[src/rtl/aluPkg.sv]
package aluPkg;
  localparam int DATA_W  = 8;
  localparam int FLAG_N  = 5;
  localparam int OPC_W   = 4;
  localparam int FBYTE_W = 8;

  // flag index inside flagMask and the flag vector
  localparam int F_CY = 0;
  localparam int F_P  = 1;
  localparam int F_AC = 2;
  localparam int F_Z  = 3;
  localparam int F_S  = 4;

  typedef enum logic [OPC_W-1:0] {
    OP_ADD = 4'd0,  OP_ADC = 4'd1,  OP_SUB = 4'd2,  OP_SBB = 4'd3,
    OP_CMP = 4'd4,  OP_AND = 4'd5,  OP_XOR = 4'd6,  OP_OR  = 4'd7,
    OP_RLC = 4'd8,  OP_RRC = 4'd9,  OP_RAL = 4'd10, OP_RAR = 4'd11,
    OP_DAA = 4'd12, OP_CMA = 4'd13, OP_STC = 4'd14, OP_CMC = 4'd15
  } aluOp_e;

  typedef enum logic [2:0] {
    U_ARITH, U_LOGIC, U_ROT, U_DAA, U_CMA, U_CARRY
  } unit_e;

  // strobes from control to datapath
  typedef struct packed {
    unit_e      unitSel;
    logic       invOpr;    // subtract path: invert operand
    logic       useCarry;  // fold cyIn into the adder
    logic [1:0] subSel;    // variant inside the selected unit
    logic       wrRes;     // result goes to the accumulator
  } aluStrobe_t;

  localparam logic [FLAG_N-1:0] MASK_ALL  = 5'b11111;
  localparam logic [FLAG_N-1:0] MASK_CY   = 5'b00001;
  localparam logic [FLAG_N-1:0] MASK_NONE = 5'b00000;
endpackage

[src/rtl/aluControl.sv]
module aluControl
  import aluPkg::*;
(
  input  logic [OPC_W-1:0]  opCode,
  output aluStrobe_t        strobe,
  output logic [FLAG_N-1:0] flagMask
);
  always_comb begin
    strobe.unitSel  = U_ARITH;
    strobe.invOpr   = 1'b0;
    strobe.useCarry = 1'b0;
    strobe.subSel   = 2'd0;
    strobe.wrRes    = 1'b1;
    flagMask        = MASK_ALL;
    unique case (aluOp_e'(opCode))
      OP_ADD: ;
      OP_ADC: strobe.useCarry = 1'b1;
      OP_SUB: strobe.invOpr = 1'b1;
      OP_SBB: begin strobe.invOpr = 1'b1; strobe.useCarry = 1'b1; end
      OP_CMP: begin strobe.invOpr = 1'b1; strobe.wrRes = 1'b0; end
      OP_AND: begin strobe.unitSel = U_LOGIC; strobe.subSel = 2'd0; end
      OP_XOR: begin strobe.unitSel = U_LOGIC; strobe.subSel = 2'd1; end
      OP_OR:  begin strobe.unitSel = U_LOGIC; strobe.subSel = 2'd2; end
      OP_RLC: begin strobe.unitSel = U_ROT; strobe.subSel = 2'd0; flagMask = MASK_CY; end
      OP_RRC: begin strobe.unitSel = U_ROT; strobe.subSel = 2'd1; flagMask = MASK_CY; end
      OP_RAL: begin strobe.unitSel = U_ROT; strobe.subSel = 2'd2; flagMask = MASK_CY; end
      OP_RAR: begin strobe.unitSel = U_ROT; strobe.subSel = 2'd3; flagMask = MASK_CY; end
      OP_DAA: strobe.unitSel = U_DAA;
      OP_CMA: begin strobe.unitSel = U_CMA; flagMask = MASK_NONE; end
      OP_STC: begin
        strobe.unitSel = U_CARRY; strobe.subSel = 2'd0;
        strobe.wrRes = 1'b0; flagMask = MASK_CY;
      end
      OP_CMC: begin
        strobe.unitSel = U_CARRY; strobe.subSel = 2'd1;
        strobe.wrRes = 1'b0; flagMask = MASK_CY;
      end
      default: ;
    endcase
  end
endmodule

[src/rtl/aluDatapath.sv]
module aluDatapath
  import aluPkg::*;
#(
  parameter int DW = DATA_W
)(
  input  logic [DW-1:0]     accIn,
  input  logic [DW-1:0]     oprIn,
  input  logic              cyIn,
  input  logic              acIn,
  input  aluStrobe_t        strobe,
  output logic [DW-1:0]     resultOut,
  output logic [FLAG_N-1:0] flagsNew
);
  localparam int NIB_W = DW / 2;
  localparam logic [NIB_W-1:0] DEC_MAX  = NIB_W'(9);
  localparam logic [NIB_W:0]   NIB_FIX  = (NIB_W+1)'(6);
  localparam logic [DW:0]      LOW_FIX  = (DW+1)'(6);
  localparam logic [DW:0]      HIGH_FIX = (DW+1)'(6) << NIB_W;

  // shared adder: add, add with carry, subtract, borrow, compare
  logic [DW-1:0] opB;
  logic          cin;
  logic [DW:0]   sumFull;
  logic [NIB_W:0] lowSum;

  assign opB     = strobe.invOpr ? ~oprIn : oprIn;
  assign cin     = strobe.invOpr ^ (strobe.useCarry & cyIn);
  assign sumFull = {1'b0, accIn} + {1'b0, opB} + {{DW{1'b0}}, cin};
  assign lowSum  = {1'b0, accIn[NIB_W-1:0]} + {1'b0, opB[NIB_W-1:0]} + {{NIB_W{1'b0}}, cin};

  // bitwise unit
  logic [DW-1:0] logicRes;
  always_comb begin
    unique case (strobe.subSel)
      2'd0:    logicRes = accIn & oprIn;
      2'd1:    logicRes = accIn ^ oprIn;
      default: logicRes = accIn | oprIn;
    endcase
  end

  // rotate unit
  logic [DW-1:0] rotRes;
  logic          rotCy;
  always_comb begin
    unique case (strobe.subSel)
      2'd0: begin rotRes = {accIn[DW-2:0], accIn[DW-1]}; rotCy = accIn[DW-1]; end
      2'd1: begin rotRes = {accIn[0], accIn[DW-1:1]};    rotCy = accIn[0];    end
      2'd2: begin rotRes = {accIn[DW-2:0], cyIn};        rotCy = accIn[DW-1]; end
      default: begin rotRes = {cyIn, accIn[DW-1:1]};     rotCy = accIn[0];    end
    endcase
  end

  // decimal adjust: low correction, then high test on the corrected value
  logic           lowFix, hiFix;
  logic [NIB_W:0] lowStep;
  logic [DW:0]    stage1, stage2;
  logic           daaCy;

  assign lowFix  = (accIn[NIB_W-1:0] > DEC_MAX) || acIn;
  assign lowStep = {1'b0, accIn[NIB_W-1:0]} + (lowFix ? NIB_FIX : '0);
  assign stage1  = {1'b0, accIn} + (lowFix ? LOW_FIX : '0);
  assign hiFix   = (stage1[DW-1:NIB_W] > DEC_MAX) || cyIn;
  assign stage2  = {1'b0, stage1[DW-1:0]} + (hiFix ? HIGH_FIX : '0);
  assign daaCy   = cyIn | stage1[DW] | stage2[DW];

  // unit select and flag formation
  logic [DW-1:0] rawRes;
  logic          newCy, newAc;
  always_comb begin
    rawRes = sumFull[DW-1:0];
    newCy  = sumFull[DW] ^ strobe.invOpr;
    newAc  = lowSum[NIB_W];
    unique case (strobe.unitSel)
      U_LOGIC: begin
        rawRes = logicRes;
        newCy  = 1'b0;
        newAc  = (strobe.subSel == 2'd0);
      end
      U_ROT: begin rawRes = rotRes; newCy = rotCy; newAc = acIn; end
      U_DAA: begin rawRes = stage2[DW-1:0]; newCy = daaCy; newAc = lowStep[NIB_W]; end
      U_CMA: begin rawRes = ~accIn; newCy = cyIn; newAc = acIn; end
      U_CARRY: begin
        rawRes = accIn;
        newCy  = strobe.subSel[0] ? ~cyIn : 1'b1;
        newAc  = acIn;
      end
      default: ;
    endcase
  end

  assign resultOut = strobe.wrRes ? rawRes : accIn;
  assign flagsNew  = {rawRes[DW-1], ~|rawRes, newAc, ~^rawRes, newCy};
endmodule

[src/rtl/aluFlagUnit.sv]
module aluFlagUnit
  import aluPkg::*;
#(
  parameter int DW = DATA_W
)(
  input  logic               clk,
  input  logic               rstN,
  input  logic               opValid,
  input  logic [OPC_W-1:0]   opCode,
  input  logic [DW-1:0]      accIn,
  input  logic [DW-1:0]      oprIn,
  input  logic               cyIn,
  input  logic               acIn,
  output logic [DW-1:0]      resultOut,
  output logic               resultWr,
  output logic [FLAG_N-1:0]  flagMask,
  output logic [FBYTE_W-1:0] flagByte
);
  aluStrobe_t        strobe;
  logic [FLAG_N-1:0] flagsNew;
  logic [FLAG_N-1:0] flagQ;

  aluControl uCtl (
    .opCode   (opCode),
    .strobe   (strobe),
    .flagMask (flagMask)
  );

  aluDatapath #(.DW(DW)) uDp (
    .accIn     (accIn),
    .oprIn     (oprIn),
    .cyIn      (cyIn),
    .acIn      (acIn),
    .strobe    (strobe),
    .resultOut (resultOut),
    .flagsNew  (flagsNew)
  );

  assign resultWr = strobe.wrRes;

  // one enable per flag, gated by the operation's mask
  for (genvar g = 0; g < FLAG_N; g++) begin : gFlag
    always_ff @(posedge clk or negedge rstN) begin
      if (!rstN)                     flagQ[g] <= 1'b0;
      else if (opValid && flagMask[g]) flagQ[g] <= flagsNew[g];
    end
  end

  assign flagByte = {flagQ[F_S], flagQ[F_Z], 1'b0, flagQ[F_AC],
                     1'b0, flagQ[F_P], 1'b1, flagQ[F_CY]};

  assert_idle_hold_R10: assert property (@(posedge clk) disable iff (!rstN)
    !opValid |=> $stable(flagByte));

  assert_unmasked_hold_R10: assert property (@(posedge clk) disable iff (!rstN)
    (opValid && flagMask == '0) |=> $stable(flagByte));

  assert_zero_flag_R4: assert property (@(posedge clk) disable iff (!rstN)
    (opValid && resultWr && flagMask[F_Z]) |=> (flagByte[6] == ($past(resultOut) == '0)));

  assert_sign_flag_R4: assert property (@(posedge clk) disable iff (!rstN)
    (opValid && resultWr && flagMask[F_S]) |=> (flagByte[7] == $past(resultOut[DW-1])));

  assert_compare_nowrite_R3: assert property (@(posedge clk) disable iff (!rstN)
    (opValid && opCode == OP_CMP) |-> (!resultWr && resultOut == accIn));

  assert_and_flags_R5: assert property (@(posedge clk) disable iff (!rstN)
    (opValid && opCode == OP_AND) |=> (flagByte[4] && !flagByte[0]));

  assert_rotate_cy_only_R6: assert property (@(posedge clk) disable iff (!rstN)
    (opValid && opCode[3:2] == 2'b10) |-> (flagMask == MASK_CY));

  assert_daa_carry_sticky_R7: assert property (@(posedge clk) disable iff (!rstN)
    (opValid && opCode == OP_DAA && cyIn) |=> flagByte[0]);

  assert_cma_flags_hold_R8: assert property (@(posedge clk) disable iff (!rstN)
    (opValid && opCode == OP_CMA) |=> $stable(flagByte));

  assert_stc_sets_R9: assert property (@(posedge clk) disable iff (!rstN)
    (opValid && opCode == OP_STC) |=> flagByte[0]);
endmodule

[config.mk]
export PLATFORM = sky130hd
export DESIGN_NAME = aluFlagUnit
export DESIGN_NICKNAME = d
export VERILOG_FILES = /design/src/rtl/aluPkg.sv /design/src/rtl/aluControl.sv /design/src/rtl/aluDatapath.sv /design/src/rtl/aluFlagUnit.sv
export SDC_FILE = /design/constraint.sdc
export NUM_CORES = 1
export LEC_CHECK = 0
export ABC_AREA = 0
export CAP_MARGIN = 20
export CORE_MARGIN = 10
export CORE_UTILIZATION = 54
export DETAILED_ROUTE_END_ITERATION = 10
export PLACE_DENSITY = 0.89
export SLEW_MARGIN = 20
export SYNTH_ARGS = -nofsm -noshare
export SYNTH_HDL_FRONTEND = slang
export SYNTH_HIERARCHICAL = 1
export SYNTH_SLANG_ARGS = --single-unit
[constraint.sdc]
create_clock -name clk -period 4.43 [get_ports clk]
set_input_delay 0.6645 -clock clk [delete_from_list [all_inputs] [get_ports clk]]
set_output_delay 0.6645 -clock clk [all_outputs]
set_load 0.005 [all_outputs]
* Word-level counts from Yosys, hierarchy flattened
Index checks and enable logic that the tools add are counted.
Widths: inputs -> output; s select.
** Word-level totals
- Register bits after elaboration :: 5
- Input bits :: 25
- Output and inout port bits :: 22
- Logic and storage cells :: 87
** Cells by class
- Add/subtract/negate cells :: 7
- Order comparisons :: 2
- Equality and inequality tests :: 22
- Muxes and demuxes :: 18
- Bitwise gates (word level) :: 11
- Reduce and logical (&&, ||, !) cells :: 22
** Operators by type and width (number)
- $pmux 8 s5 :: 1
- $eq 4x4->1 const B :: 8
- $pmux 8 s3 :: 1
- $add 8x9->9 :: 2
- $eq 4x3->1 const B :: 4
- $mux 8 :: 2
- $not 8->8 :: 2
- $pmux 8 s2 :: 1
- $pmux 3 s5 :: 1
- $reduce_or 3->1 :: 5
- $pmux 5 s2 :: 1
- $add 8x8->9 :: 1
- $add 9x1->9 :: 1
- $and 8x8->8 :: 1
- $eq 4x2->1 const B :: 2
- $gt 4x4->1 const B :: 2
- $or 8x8->8 :: 1
- $reduce_or 2->1 :: 4
- $reduce_or 8->1 :: 1
- $reduce_xnor 8->1 :: 1
- $xor 8x8->8 :: 1
- $mux 7 :: 1
- $eq 3x2->1 const B :: 2
- $eq 3x3->1 const B :: 2
- other kinds (22) :: 34

* Depth between registers and ports, before layout
Gate-level depths: netlist (run 1).
- Depth in word-level cells :: 11
- Mapped depth :: 21
- Mapped depth without buffers :: 20

* Cells and area by module
The synthesis (run 1) kept the hierarchy.
** By module, submodules not included
- aluDatapath :: times used 1, cells each 273, area each 1933.1 sq um, sequential area each 0.0 sq um
- aluFlagUnit :: times used 1, cells each 20, area each 249.0 sq um, sequential area each 125.1 sq um
- aluControl :: times used 1, cells each 28, area each 202.7 sq um, sequential area each 0.0 sq um

* Worst setup path before layout (run 1)
Ideal clock, no wire load.
- Kind :: input -> register
- Start point :: input port opCode[0]
- End point :: register flagQ[1], in the netlist flagByte[2]
- Setup time :: 125 ps
- Data arrival time :: 4117 ps
- Data required time :: 4305 ps
- Path slack :: 188 ps
- Stages on the path :: 16
- Buffers on the path :: 2
- Cell sequence :: buf_6 or3b_4 a21oi_2 clkbuf_1 xnor2_1 fa_1 fa_1 nor2b_1 nor4_1 o21bai_1 xor2_1 o211ai_1 ha_1 xnor2_1 xnor2_1 mux2_4
** RTL lines
- from (decl) :: RTL line aluFlagUnit.sv:9 : input logic [OPC_W-1:0] opCode,
- to (signal, indexed assignment) :: RTL line aluFlagUnit.sv:45 : else if (opValid && flagMask[g]) flagQ[g] <= flagsNew[g];
- to (decl) :: RTL line aluFlagUnit.sv:21 : logic [FLAG_N-1:0] flagQ;

==> results of run 1 <==
## layer usage
layer	global-route usage, %	vias up	part of all wire (%)
li1	-	1273	-
met1	23.8	1245	40
met2	34.8	134	50
met3	2.81	22	8.0
met4	6.92	0	2.3
met5	0	-	0
## through the flow
step / utilization (%) / TNS, ns / total power, mW
floorplan: - / 0 / 0.373
global placement: 71.7 / -2.36 / 0.573
detailed placement: 71.7 / -2.87 / 0.588
CTS: 77.0 / 0 / 0.705
global route: 77.9 / -0.0470 / 0.772
finish: 77.9 / 0 / 0.715
## power groups by stage
stage / registers (mW) / logic [mW] / clock network (mW)
2_1_floorplan: 0.0677 / 0.305 / 0
3_3_place_gp: 0.0667 / 0.506 / 0
3_5_place_dp: 0.0674 / 0.521 / 0
4_1_cts: 0.0669 / 0.553 / 0.0850
5_1_grt: 0.0685 / 0.613 / 0.0906
6_report: 0.0664 / 0.566 / 0.0831
## cell families after synthesis
family | Yosys count
xor+xnor | 26
compound gates | 84
flops | 5
fa+ha+maj | 34
mux | 27
buf+inv | 56
simple gates | 87
other cells | 2
## worst min path at each step
stage | slack (ns) | depth (start not counted) | endpoint
floorplan | 0.37 | 0 | flagByte[0]$_DFFE_PN0P_
global placement | 0.50 | 1 | flagByte[2]$_DFFE_PN0P_
detailed placement | 0.50 | 1 | flagByte[2]$_DFFE_PN0P_
CTS | 0.51 | 1 | flagByte[2]$_DFFE_PN0P_
global route | 0.53 | 1 | flagByte[2]$_DFFE_PN0P_
finish | 0.50 | 1 | flagByte[2]$_DFFE_PN0P_
## cells in the mapped netlist, types with 9 or more instances
cell type / instances
mux2i_1: 15
a21oi_1: 16
nor2_1: 17
buf_4: 9
o21ai_0: 24
xor2_1: 12
xnor2_1: 14
nand2_1: 29
buf_2: 9
ha_1: 31
inv_1: 23
## final cells by class
| type | instances | area [um2] | share of cell area (%) |
|---|---|---|---|
| clock buffers | 4 | 45.0 | 1.34 |
| inverters | 24 | 90.1 | 2.67 |
| repair buffers | 106 | 920 | 27.3 |
| multi-input cells | 261 | 2120 | 63.0 |
| well taps | 52 | 65.1 | 1.93 |
| flip-flops and latches | 5 | 125 | 3.71 |
## critical path, delay by kind of cell
kind | cells | cell delay [ns]
and+or+nand+nor | 4 | 1.15
AOI/OAI and AO/OA | 3 | 0.73
buffers and inverters | 4 | 0.66
adders and majority gates | 1 | 0.24
xor gates and xnor gates | 1 | 0.15
muxes | 1 | 0.07
## timing repair
action                     in CTS  in global routing
setup endpoints to repair       8                  6
buffers inserted               12                  3
pin swaps                      24                  7
gates resized for setup        46                 14
hold buffers                    0                  0
==> impl_results.md, run 1 <==
- Ys flop type: dfrtp_1
- PD cells: 212 nW/um2
- Clock sink count: 5
- Ys async rst share: 100%
- DR vias/cell: 5.92
- Final Cycle Share: 97.7%
- Worst skew pair latency: 0.22 ns
- Initial Utilization: 55.2%
- MaxCap Viol Count: 0
- Switching share of power: 39.2%
- Worst Hold Class: flop to flop
- Pre-antenna DRT Iters: 5
- Largest family of logic cells by synthesized area: compound AO/OA/AOI/OAI gates
- Xor and xnor fraction of the mapped netlist area: 9.55%
- Top cell type's share of synthesized area: 16.3%
- Warnings, synthesis: 6
- Routed len/inst: 16.8 um
- Vias: 2674
- Nets: 460
- DR DRC count: 0
- Commonest non-fill, non-tap cell in the layout: buf_4
- Final HPWL DP: 5780 um
- Required time of the critical path: 3.77 ns
- Core area: 4320 um2
- Mux cell area share after synthesis: 13.2%
- Worst slack, placed: -0.580 ns
- Post-Synth Simple-Gate Area: 18.2%
- Number of global-route vias before repair: 2673
- GP Congestion: 0.900
- Status: finished clean
- CTS root buf: clkbuf_8
- CP max FO: 3
- Sequential Power Share: 9.3%
- Post-Route WL: 7600 um
- Fraction of layout cells with a size suffix above 1: 28.7%
- Critical path, cell by cell: dlygate4sd2_1 -> or3b_4 -> a21oi_4 -> buf_4 -> buf_8 -> xor2_4 -> ha_1 -> nor2b_4 -> o31a_1 -> o21a_1 -> or4_4 -> nand3_2 -> mux2i_1 -> buf_2
- Largest area contributor in the netlist: ha_1
- Clk_skew: 0 ns
- Synthesized flop and latch total: 5
- Total GRT Usage: 19.8%
- Critical path class: input pin to output port
- DP Cell Count: 434
- Fmax: 0.231 GHz
- Most frequent cells in the layout: 58 x buf_4, 29 x nand2_1, 29 x clkdlybuf4s50_1, 28 x ha_1, 23 x inv_1
- Worst vdd ir: 119 uV
- Clk buf depth: 2
- R2R Setup Slk: 3.68 ns
- Initial antenna violation count: 0
- Hold Path Origin: flagByte[2]$_DFFE_PN0P_
- Post-synthesis adder-cell area fraction: 18.8%
- Gate Count Post-Synth: 321
- Finished Cell Area: 3370 um2
- Synth top area cells: ha_1 16%, mux2i_1 6.3%, dfrtp_1 5.2%
- H-tree Lvls: 1
- Synth cell types: 61
- Leakage: 1.57 nW
- Setup Viol. Count Final: 0
- Die W: 86.5 um
- Largest net degree at the start of global routing: 25
- Sw Pwr: 0.281 mW
- Crit path to: resultOut[5]
- Antenna Nets Post-Route: 0
- Cells on worst reg2reg path: 1
- First-pass GRT wire length: 12500 um
- WHS: 0.502 ns
- Final Worst Setup Slack: 0.101 ns
- Starting DRT DRC Count: 246
- CTS Buf Count: 3
- Startpoint types: input pin
- I/O pin count: 47
- Sequential share of the synthesized area: 5.25%
- Clock power frac: 11.6%
- Post-synth EDFFs: 0
- R2R Path End: flagByte[0]$_DFFE_PN0P_
- Crit-path max cell delay: 0.51 ns
- Post-synthesis cell area: 2380 um2
- Clock tree from TritonCTS: done
- Crit path time final: 4.33 ns
- RSZ-0062 raised after global routing: true
- Die H: 86.5 um
- CP Capture Type: output port
- Floorplan row count: 24
- Worst setup startpoint: opCode[0]
- Final slew viol count: 0
- Largest register FFs: 5
- Worst-path clk slew: 0.04 ns
- Buffers on Ports: 43
- Inserted Diodes: 0
- Total gr overflow: 0
- Internal power: 0.435 mW
- Slew HR: 56.5%
- Fin cells: 452
- Final Hold Violating Endpoints: 0
- Area growth, synth to finish: 41.2%
- DIE AREA: 7470 um2
- Syn_area_per_cell: 7.43 um2
- Worst path arrival time: 3.66 ns
- Worst-Margin Slew: 0.648 ns
- Slowest CP cell: or4_4
- Combinational power share: 79.1%
- Complex-gate fraction of the synthesized area: 23.3%
- # fillers: 317
- R2r startpoint: flagByte[0]$_DFFE_PN0P_
- Post-DP Area: 3100 um2
Note: power is estimated with default switching activity, not from simulation.
==> run 2, diff against run 1 <==
--- a/config.mk
+++ b/config.mk
@@ -16,3 +16,4 @@
 export SYNTH_HDL_FRONTEND = slang
 export SYNTH_HIERARCHICAL = 1
 export SYNTH_SLANG_ARGS = --single-unit
+export TNS_END_PERCENT = 1
==> impl_results.md, run 2 (synthesis gave the netlist of run 1 again) <==
- Initial Utilization: 55.2% (unchanged)
- Total GRT Usage: 19.4% (-0.38 points)
- Hold depth: 1 (unchanged)
- Required time of the critical path: 3.77 ns (about the same)
- Final HPWL DP: 5780 um (unchanged)
- Worst path arrival time: 3.62 ns (-0.04 ns)
- Leakage: 1.54 nW (-2.1%)
- Post-CTS Hold Buffers: 0 (unchanged)
- Layout Utilization: 77.1% (-0.84 points)
- Worst Hold Class: flop to flop
- Floorplan row count: 24 (unchanged)
- Commonest non-fill, non-tap cell in the layout: buf_4
- PD cells: 212 nW/um2 (-0.32%)
- Clk_skew: 0 ns (unchanged)
- Largest net degree at the start of global routing: 25 (unchanged)
- Clk buf depth: 2 (unchanged)
- Finished Cell Area: 3330 um2 (-1.1%)
- First-pass GRT wire length: 12300 um (-2.0%)
- Final Cycle Share: 96.8% (-0.96 points)
- Clock sink count: 5 (unchanged)
- Initial antenna violation count: 0 (unchanged)
- DR DRC count: 0 (unchanged)
- Status: finished clean
- Antenna Nets Post-Route: 0 (unchanged)
- Number of global-route vias before repair: 2636 (-1.4%)
- Buffers on Ports: 43 (unchanged)
- MaxCap Viol Count: 0 (unchanged)
- DIE AREA: 7470 um2 (unchanged)
- Total gr overflow: 0 (unchanged)
- Nets: 455 (-1.1%)
- Pre-antenna DRT Iters: 5 (unchanged)
- Critical path class: input pin to output port
- CP Capture Type: output port
- Post-DP Area: 3100 um2 (unchanged)
- Fraction of layout cells with a size suffix above 1: 27.6% (-1.2 points)
- Starting DRT DRC Count: 217 (-12%)
- Clock tree from TritonCTS: done
- Setup Viol. Count Final: 0 (unchanged)
- Final Hold Violating Endpoints: 0 (unchanged)
- Post-Route WL: 7540 um (-0.83%)
- DR vias/cell: 5.94 (+0.32%)
- Total power: 0.705 mW (-1.4%)
- Slew HR: 56.4% (-0.16 points)
- Worst skew pair latency: 0.22 ns (about the same)
- RSZ-0062 raised after global routing: false
- Final slew viol count: 0 (unchanged)
- Crit path time final: 4.29 ns (-0.0425 ns)
- Cells on worst reg2reg path: 1 (unchanged)
- Inserted Diodes: 0 (unchanged)
- Startpoint types: input pin
- Fmax: 0.233 GHz (+0.99%)
- Slowest CP cell: or4_1
- Die H: 86.5 um (unchanged)
- CP max FO: 3 (unchanged)
- GP Congestion: 0.900 (unchanged)
- Core area: 4320 um2 (unchanged)
- Worst vdd ir: 118 uV (-0.74%)
- Area growth, synth to finish: 39.7%
- H-tree Lvls: 1 (unchanged)
- Die W: 86.5 um (unchanged)
- I/O pin count: 47 (unchanged)
- Worst-path clk slew: 0.04 ns (about the same)
- Largest register FFs: 5 (unchanged)
- Worst slack, placed: -0.580 ns (unchanged)
- WHS: 0.502 ns (-0.00000100 ns)
- Final Worst Setup Slack: 0.144 ns (+0.0425 ns)
- CTS root buf: clkbuf_8
- CTS Buf Count: 3 (unchanged)
- Vias: 2653 (-0.79%)
- Most frequent cells in the layout: 53 x buf_4, 31 x clkdlybuf4s50_1, 29 x nand2_1, 28 x ha_1, 23 x inv_1
- Most used cell, CP: dlygate4sd2_1
- Crit-path max cell delay: 0.42 ns (-0.09 ns)
- Routed len/inst: 16.9 um (+0.28%)
- Worst-Margin Slew: 0.650 ns (+0.00237 ns)
- Critical path, cell by cell: dlygate4sd2_1 -> or3b_4 -> a21oi_4 -> buf_8 -> xor2_4 -> ha_1 -> nor2b_1 -> o31a_1 -> o21a_1 -> or4_1 -> nand3_2 -> mux2i_1 -> dlygate4sd2_1
-- run 2: cell count changes in the layout (fill, tap and decap cells not counted), sizes merged --
| cell | change |
|---|---|
| buf | -6 |
| clkdlybuf4s50 | +2 |
| dlymetal6s2s | -1 |
-- run 2: timing repair --
item / in CTS / in global routing
resized for setup: 39 / 14
setup endpoints to repair: 8 / 9
gates cloned: 0 / 0
setup buffers: 9 / 2
pin swaps: 18 / 12
-- run 2: cell type report --
cell class,count,area (um2)
timing repair buffer,101,885
inverter,24,90.1
tap,52,65.1
sequential,5,125
fill,334,992
multi-input combinational,261,2120
clock buffer,4,45.0
-- run 2: final timing paths --
kind                                    startpoint                       to  slack (ns)
max in group asynchronous                     rstN  flagByte[0]$_DFFE_PN0P_        3.57
min reg2reg                flagByte[2]$_DFFE_PN0P_  flagByte[2]$_DFFE_PN0P_        0.50
min in group asynchronous                     rstN  flagByte[4]$_DFFE_PN0P_        0.67
max                                      opCode[1]             resultOut[5]        0.14
max reg2reg                flagByte[0]$_DFFE_PN0P_  flagByte[0]$_DFFE_PN0P_        3.68
min                        flagByte[2]$_DFFE_PN0P_  flagByte[2]$_DFFE_PN0P_        0.50
-- run 2: through the flow --
step                      std cells  setup TNS, ns
after floorplan                 322              0
after global placement          434          -2.36
after detailed placement        434          -2.87
after CTS                       446        -0.0482
after global routing            447              0
final                           447              0
-- run 2: worst max-delay path: cells and delay by family --
| kind | cells | cell delay (ns) |
|---|---|---|
| AOI/OAI and AO/OA | 3 | 0.72 |
| xor gates and xnor gates | 1 | 0.15 |
| adders and majority gates | 1 | 0.25 |
| buffers and inverters | 3 | 0.69 |
| muxes | 1 | 0.07 |
| and+or+nand+nor | 4 | 1.07 |
-- run 2: power breakdown --
| group | total (mW) | switching, mW | internal [mW] |
|---|---|---|---|
| registers | 0.0664 | 0.00695 | 0.0595 |
| clock network | 0.0831 | 0.0214 | 0.0617 |
| logic | 0.556 | 0.250 | 0.306 |
-- run 2: per-layer routing --
layer,vias up,share of wire [%],routed length [um],GRT usage (%)
met5,-,0,0,0
met4,0,2.9,217,7.36
met3,28,7.1,538,2.25
met2,135,49,3690,34.0
met1,1225,41,3090,23.5
li1,1265,-,-,-
